<file path="src/rtl/regbank_pkg.sv">
package regbank_pkg;

   localparam int OPC_W = 5;

   localparam logic [OPC_W-1:0] OPC_LOAD     = 5'b10000;
   localparam logic [OPC_W-1:0] OPC_BRIMM    = 5'b10110;
   localparam logic [OPC_W-1:0] OPC_SETLTIMM = 5'b11111;

   // load selects memory data for write-back
   function automatic logic opc_is_load(input logic [OPC_W-1:0] opc);
      return opc == OPC_LOAD;
   endfunction

   // immediate-format opcodes take imm as the second operand
   function automatic logic opc_is_iform(input logic [OPC_W-1:0] opc);
      return (opc[OPC_W-1:OPC_W-2] == 2'b00) || (opc == OPC_LOAD) ||
             (opc == OPC_BRIMM) || (opc == OPC_SETLTIMM);
   endfunction

endpackage

</file>
<file path="src/rtl/regbank_wb_sel.sv">
module regbank_wb_sel
   import regbank_pkg::*;
#(
   parameter int DATA_W = 32
) (
   input  logic [OPC_W-1:0]  opcode,
   input  logic [DATA_W-1:0] alu_res,
   input  logic [DATA_W-1:0] mem_rdata,
   output logic [DATA_W-1:0] wb_data
);

   always_comb begin
      if (opc_is_load(opcode)) wb_data = mem_rdata;
      else                     wb_data = alu_res;
   end

endmodule

</file>
<file path="src/rtl/regbank_store.sv">
module regbank_store #(
   parameter int NUM_REGS = 32,
   parameter int DATA_W   = 32,
   parameter int ADDR_W   = $clog2(NUM_REGS)
) (
   input  logic                             clk,
   input  logic                             rst,
   input  logic                             we,
   input  logic [ADDR_W-1:0]                waddr,
   input  logic [DATA_W-1:0]                wdata,
   input  logic [ADDR_W-1:0]                ra1,
   input  logic [ADDR_W-1:0]                ra2,
   output logic [DATA_W-1:0]                rdata1,
   output logic [DATA_W-1:0]                rdata2,
   output logic [NUM_REGS-1:0][DATA_W-1:0]  regs_q
);

   if (NUM_REGS < 2 || (1 << ADDR_W) < NUM_REGS) begin : g_bad_cfg
      $error("regbank_store: address width too small for register count");
   end

   for (genvar gi = 0; gi < NUM_REGS; gi++) begin : g_reg
      logic hit;
      assign hit = we && (waddr == ADDR_W'(gi));
      always_ff @(posedge clk) begin
         if (rst)      regs_q[gi] <= '0;
         else if (hit) regs_q[gi] <= wdata;
      end
   end

   // read ports see flop outputs, so a same-cycle write is not visible yet
   assign rdata1 = regs_q[ra1];
   assign rdata2 = regs_q[ra2];


   reset_clears_chk: assert property (@(posedge clk) rst |=> (regs_q == '0))
      else $error("register not cleared by reset");


   write_lands_chk: assert property (@(posedge clk) disable iff (rst)
      we |=> (regs_q[$past(waddr)] == $past(wdata)))
      else $error("written register does not hold write data");


   idle_hold_chk: assert property (@(posedge clk) disable iff (rst)
      !we |=> $stable(regs_q))
      else $error("register changed without write enable");

endmodule

</file>
<file path="src/rtl/regbank_digits.sv">
module regbank_digits #(
   parameter int NUM_REGS   = 32,
   parameter int DATA_W     = 32,
   parameter int DBG_DIGITS = 14,
   parameter int DIGIT_W    = 4
) (
   input  logic [NUM_REGS-1:0][DATA_W-1:0]   regs_q,
   output logic [DBG_DIGITS*DIGIT_W-1:0]     digits
);

   if (DBG_DIGITS > NUM_REGS || DIGIT_W > DATA_W) begin : g_bad_cfg
      $error("regbank_digits: more digits than registers or digit wider than word");
   end

   for (genvar gd = 0; gd < DBG_DIGITS; gd++) begin : g_dig
      assign digits[gd*DIGIT_W +: DIGIT_W] = regs_q[gd][DIGIT_W-1:0];
   end

endmodule

</file>
<file path="src/rtl/regbank_opsel.sv">
module regbank_opsel
   import regbank_pkg::*;
#(
   parameter int NUM_REGS   = 32,
   parameter int DATA_W     = 32,
   parameter int DBG_DIGITS = 14,
   parameter int DIGIT_W    = 4,
   localparam int ADDR_W    = $clog2(NUM_REGS),
   localparam int DBG_W     = DBG_DIGITS * DIGIT_W
) (
   input  logic              clk,
   input  logic              rst,
   input  logic              wr_en,
   input  logic [ADDR_W-1:0] rd_addr,
   input  logic [ADDR_W-1:0] rs1_addr,
   input  logic [ADDR_W-1:0] rs2_addr,
   input  logic [OPC_W-1:0]  opcode,
   input  logic [DATA_W-1:0] alu_res,
   input  logic [DATA_W-1:0] mem_rdata,
   input  logic [DATA_W-1:0] imm,
   output logic [DATA_W-1:0] op_a,
   output logic [DATA_W-1:0] op_b,
   output logic [DBG_W-1:0]  dbg_digits
);

   if (DATA_W < 1 || DIGIT_W < 1) begin : g_bad_cfg
      $error("regbank_opsel: widths must be positive");
   end

   logic [DATA_W-1:0]               wb_data;
   logic [DATA_W-1:0]               rs2_val;
   logic [NUM_REGS-1:0][DATA_W-1:0] regs_q;

   regbank_wb_sel #(.DATA_W(DATA_W)) u_wb_sel (
      .opcode    (opcode),
      .alu_res   (alu_res),
      .mem_rdata (mem_rdata),
      .wb_data   (wb_data)
   );

   regbank_store #(
      .NUM_REGS (NUM_REGS),
      .DATA_W   (DATA_W),
      .ADDR_W   (ADDR_W)
   ) u_store (
      .clk    (clk),
      .rst    (rst),
      .we     (wr_en),
      .waddr  (rd_addr),
      .wdata  (wb_data),
      .ra1    (rs1_addr),
      .ra2    (rs2_addr),
      .rdata1 (op_a),
      .rdata2 (rs2_val),
      .regs_q (regs_q)
   );

   regbank_digits #(
      .NUM_REGS   (NUM_REGS),
      .DATA_W     (DATA_W),
      .DBG_DIGITS (DBG_DIGITS),
      .DIGIT_W    (DIGIT_W)
   ) u_digits (
      .regs_q (regs_q),
      .digits (dbg_digits)
   );

   always_comb begin
      if (opc_is_iform(opcode)) op_b = imm;
      else                      op_b = rs2_val;
   end


   load_source_chk: assert property (@(posedge clk) disable iff (rst)
      (wr_en && opc_is_load(opcode)) |=> (regs_q[$past(rd_addr)] == $past(mem_rdata)))
      else $error("load did not write memory data");


   imm_operand_chk: assert property (@(posedge clk) disable iff (rst)
      opc_is_iform(opcode) |-> (op_b == imm))
      else $error("immediate opcode did not route imm to op_b");

endmodule

</file>
<file path="config.mk">
export PLATFORM = sky130hd
export DESIGN_NAME = regbank_opsel
export DESIGN_NICKNAME = d
export VERILOG_FILES = /design/src/rtl/regbank_pkg.sv /design/src/rtl/regbank_wb_sel.sv /design/src/rtl/regbank_store.sv /design/src/rtl/regbank_digits.sv /design/src/rtl/regbank_opsel.sv
export SDC_FILE = /design/constraint.sdc
export NUM_CORES = 2
export LEC_CHECK = 0
export ABC_AREA = 1
export BUFFER_PORTS_ARGS = -buffer_cell sky130_fd_sc_hd__buf_2
export CAP_MARGIN = 30
export CORE_UTILIZATION = 40
export CTS_BUF_LIST = sky130_fd_sc_hd__clkbuf_8
export DETAILED_ROUTE_END_ITERATION = 10
export HOLD_SLACK_MARGIN = 0.02
export PLACE_DENSITY = 0.56
export SLEW_MARGIN = 40
export SYNTH_ARGS = -nofsm -noshare
export SYNTH_HDL_FRONTEND = slang
export SYNTH_SLANG_ARGS = --single-unit
</file>
<file path="constraint.sdc">
create_clock -name clk -period 3.7 [get_ports clk]
set_input_delay 0.37 -clock clk [delete_from_list [all_inputs] [get_ports clk]]
set_output_delay 0.37 -clock clk [all_outputs]
set_load 0.05 [all_outputs]
</file>
==> impl_metrics.yaml <==
clocking:
  cts_tree: "built"
  clkLatencyLatePin_ps: 920
  clock-sinks: 1024
  cts_root_buf: "clkbuf_8"
  cts_buffer_depth: 3
  cts_inserted_buffers: 187
  clk_pin_slew_worst_paths_ps: 60
  htree_levels: 4
  cts_resized: 0
final_layout:
  largestRegisters: "u_store.regs_q (1024)"
  layout-drive-gt1-share: 0.07769
  final.fill_count: 14987
  final_cell_area_sq_um: 63350
  syn_to_final_growth_pct: 11.21
  largest_reg_flops: 1024
  nNetsFinal: 9048
  top_register: "u_store.regs_q"
  finalNonFillerCells: 10966
setup_path:
  critPathSlowestCell: "buf_4"
  path_max_fanout: 48
  r2r_cells: 4
  crit_type: "in -> out"
  cp-start-kind: "input port"
  r2r_slack_ps: 2740
  end_kind: "output port"
  r2r-start: "u_store.regs_q[386]"
  critPathArrivalTime_ps: 2730
  slowest_delay_ps: 490
  cp_cell_sequence: "buf_8 -> inv_8 -> buf_4 -> nand2_1 -> nand3_1 -> nand3_1 -> nand2_1 -> nand2_1 -> nand3_1 -> nand3_1 -> nand2_1 -> buf_2"
  cp.required_ps: 3330
  r2r-end: "u_store.regs_q[386]"
logic_synthesis:
  synth-xor-area-share: 0.0001537
  yosysWarnings: 0
  synth-main-ff-cell: "dfxtp_1"
  netlist_instances: 9252
  synthSimpleGateAreaFrac: 0.2808
  synthArstFlopShare: 0
  ys_seq_area_frac: 0.3599
  synth_compound_area_frac: 0.2305
  postSynthAreaPerCell_sq_um: 6.157
  syn_area_sq_um: 56970
  synth-edff-count: 0
  synth_top_family_by_area: "simple AND/OR/NAND/NOR gates"
  synth_nets: 9371
  synth_seq_cells: 1024
  synth_cell_types: 23
  synth-adder-area-share: 0
  muxShareOfSynthArea: 0
sta:
  worst_pin_slew_ps: 1015
  fmax_ghz: 0.3222
  finalSetupViolations: 0
  maxSlewHeadroom: 0.3235
  fin_crit_sh: 0.8388
  rsz0062_at_grt: "no"
  finalHoldViolCount: 0
  hold_slack_ps: 97.55
  setup_tns_ps: 0
  slew_violations: 0
  finClkSkew_ps: 0
  period_minus_slack_ps: 3103
global_routing:
  grt_max_degree: 143
  grt_pass1_vias: 56721
  grt_overflow_total: 0
  grt_pass1_wl_mm: 363.8
  track_usage: 0.3326
  grt_antenna_before_repair: 3
drt:
  vias: 62367
  drcViolationCount: 0
  drt_iter0_drc: 8011
  wirelength_mm: 245.0
  drtPass1Iterations: 9
  viasPerCell: 5.687
  wl_per_cell_um: 22.34
  ant_nets: 0
place:
  place_inst: 10621
  routabilityCongestion: 0.8502
  post-dp-hpwl_mm: 131.2
  place_area_sq_um: 59560
  io_buffers: 238
status:
  status: "finished, final reports clean"
min_path:
  worstHoldEndpoint: "u_store.regs_q[795]"
  hp-start: "mem_rdata[27]"
  hold_path_depth: 5
  min_path_type: "in -> reg"
floorplan:
  fp.dieW_um: 379.4
  coreArea_sq_um: 141400
  die_h_um: 379.4
  initial_core_util: 0.4028
  pin_count: 239
  dieArea_sq_um: 143900
  fp-row-count: 138
power:
  leakage_nw: 28.74
  pwr_density_cell_nw_per_um2: 409.9
  peakVddDrop_mv: 0.2624
flow_run:
  maxCapViolations: 0
[cell usage after synthesis, types with 3 or more instances]
master	n	area share
o21ai_1	6	0.00053
inv_1	940	0.062
o21ai_0	1274	0.11
nand2_1	2516	0.17
nor2_2	11	0.0012
clkbuf_1	669	0.044
inv_2	14	0.00092
dfxtp_1	1024	0.36
buf_2	90	0.0079
buf_1	94	0.0062
nand4_2	3	0.00066
nor3_4	7	0.0020
buf_4	57	0.0075
nand3_1	1253	0.11
nor2_1	8	0.00053
o211ai_1	128	0.017
a21oi_1	1152	0.10
[critical path: cells and delay by family]
kind | cells | cell delay [ps]
buffers and inverters | 4 | 1330
and+or+nand+nor | 8 | 910
[layout by cell type, fill, tap and decap left out]
master	Yosys	routed
nand2_2	1	2
inv_2	14	13
nor2_1	8	8
nand3_4	0	4
inv_8	0	6
buf_4	57	65
nand4_1	1	1
inv_1	940	1011
clkinvlp_4	0	5
nand2_1	2516	2507
buf_8	0	5
clkbuf_8	0	234
a21oi_1	1152	1152
nand3_2	0	1
xor2_1	1	1
nor2_2	11	3
nand2_4	0	7
dfxtp_1	1024	1024
nor3_4	7	8
buf_6	0	11
inv_6	0	4
clkinv_2	0	11
nand3_1	1253	1248
nand4_4	0	3
o21ai_0	1274	1274
nor2_4	1	9
buf_2	90	209
o21ai_1	6	6
bufinv_16	0	2
nand2_8	0	1
diode_2	0	2
o211ai_1	128	128
dlygate4sd3_1	0	9
inv_4	0	3
buf_12	0	99
[timing repair]
| item | CTS | global route |
|---|---|---|
| setup buffers | 0 | 0 |
| setup endpoints to repair | 0 | 0 |
| endpoints found under the hold margin | 52 | 0 |
| hold buffers | 9 | 0 |
[power breakdown]
group	internal (mW)	total [mW]	switching, mW
sequential	11.2	11.3	0.0925
combinational	0.933	3.77	2.84
clock	5.79	10.9	5.15
[through the flow]
stage | util | total power, mW | worst slack [ps]
after floorplan | - | 13.73 | 1405
after global placement | 0.4208 | 15.17 | 639.0
after detailed placement | 0.4211 | 15.18 | 617.1
after CTS | 0.4480 | 26.05 | 543.1
after global routing | 0.4480 | 26.87 | 519.0
final | 0.4480 | 25.97 | 596.6
[final cells by class]
cell class / instances / area [sq um] / area share
Sequential cell: 1024 / 20500 / 0.3236
Timing Repair Buffer: 398 / 3805 / 0.06006
Tap cell: 1890 / 2365 / 0.03733
Multi-Input combinational cell: 6363 / 29340 / 0.4631
Antenna cell: 2 / 5.005 / 0.00007900
Clock buffer: 234 / 3221 / 0.05084
Clock inverter: 100 / 480.5 / 0.007584
Inverter: 955 / 3637 / 0.05741
[routing by layer]
layer,GRT usage,up-vias,part of all wire
met1,0.4396,29015,0.42
met5,0,-,0.000082
met3,0.05569,573,0.096
li1,-,29521,-
met2,0.5263,3256,0.44
met4,0.1551,2,0.046
[worst max path at each step]
stage                             start                   end  slack (ps)  depth (start not counted)
floorplan                   rs2_addr[0]              op_b[11]        1410                         12
finish                      rs2_addr[0]              op_b[24]         600                         12
detailed placement            opcode[1]  u_store.regs_q[1016]         620                         11
global route        u_store.regs_q[417]               op_b[1]         520                          9
CTS                 u_store.regs_q[417]               op_b[1]         540                          9
global placement              opcode[4]   u_store.regs_q[951]         640                         12
[kinds of logic (layout without fill, tap and decap cells)]
family                    Yosys count  count (layout)
other                               0               2
xor gates and xnor gates            1               1
buffers and inverters            1865            1687
AOI/OAI and AO/OA                2560            2560
and+or+nand+nor                  3802            3802
DFF                              1024            1024
No activity file was read; power rests on OpenSTA's default activity.
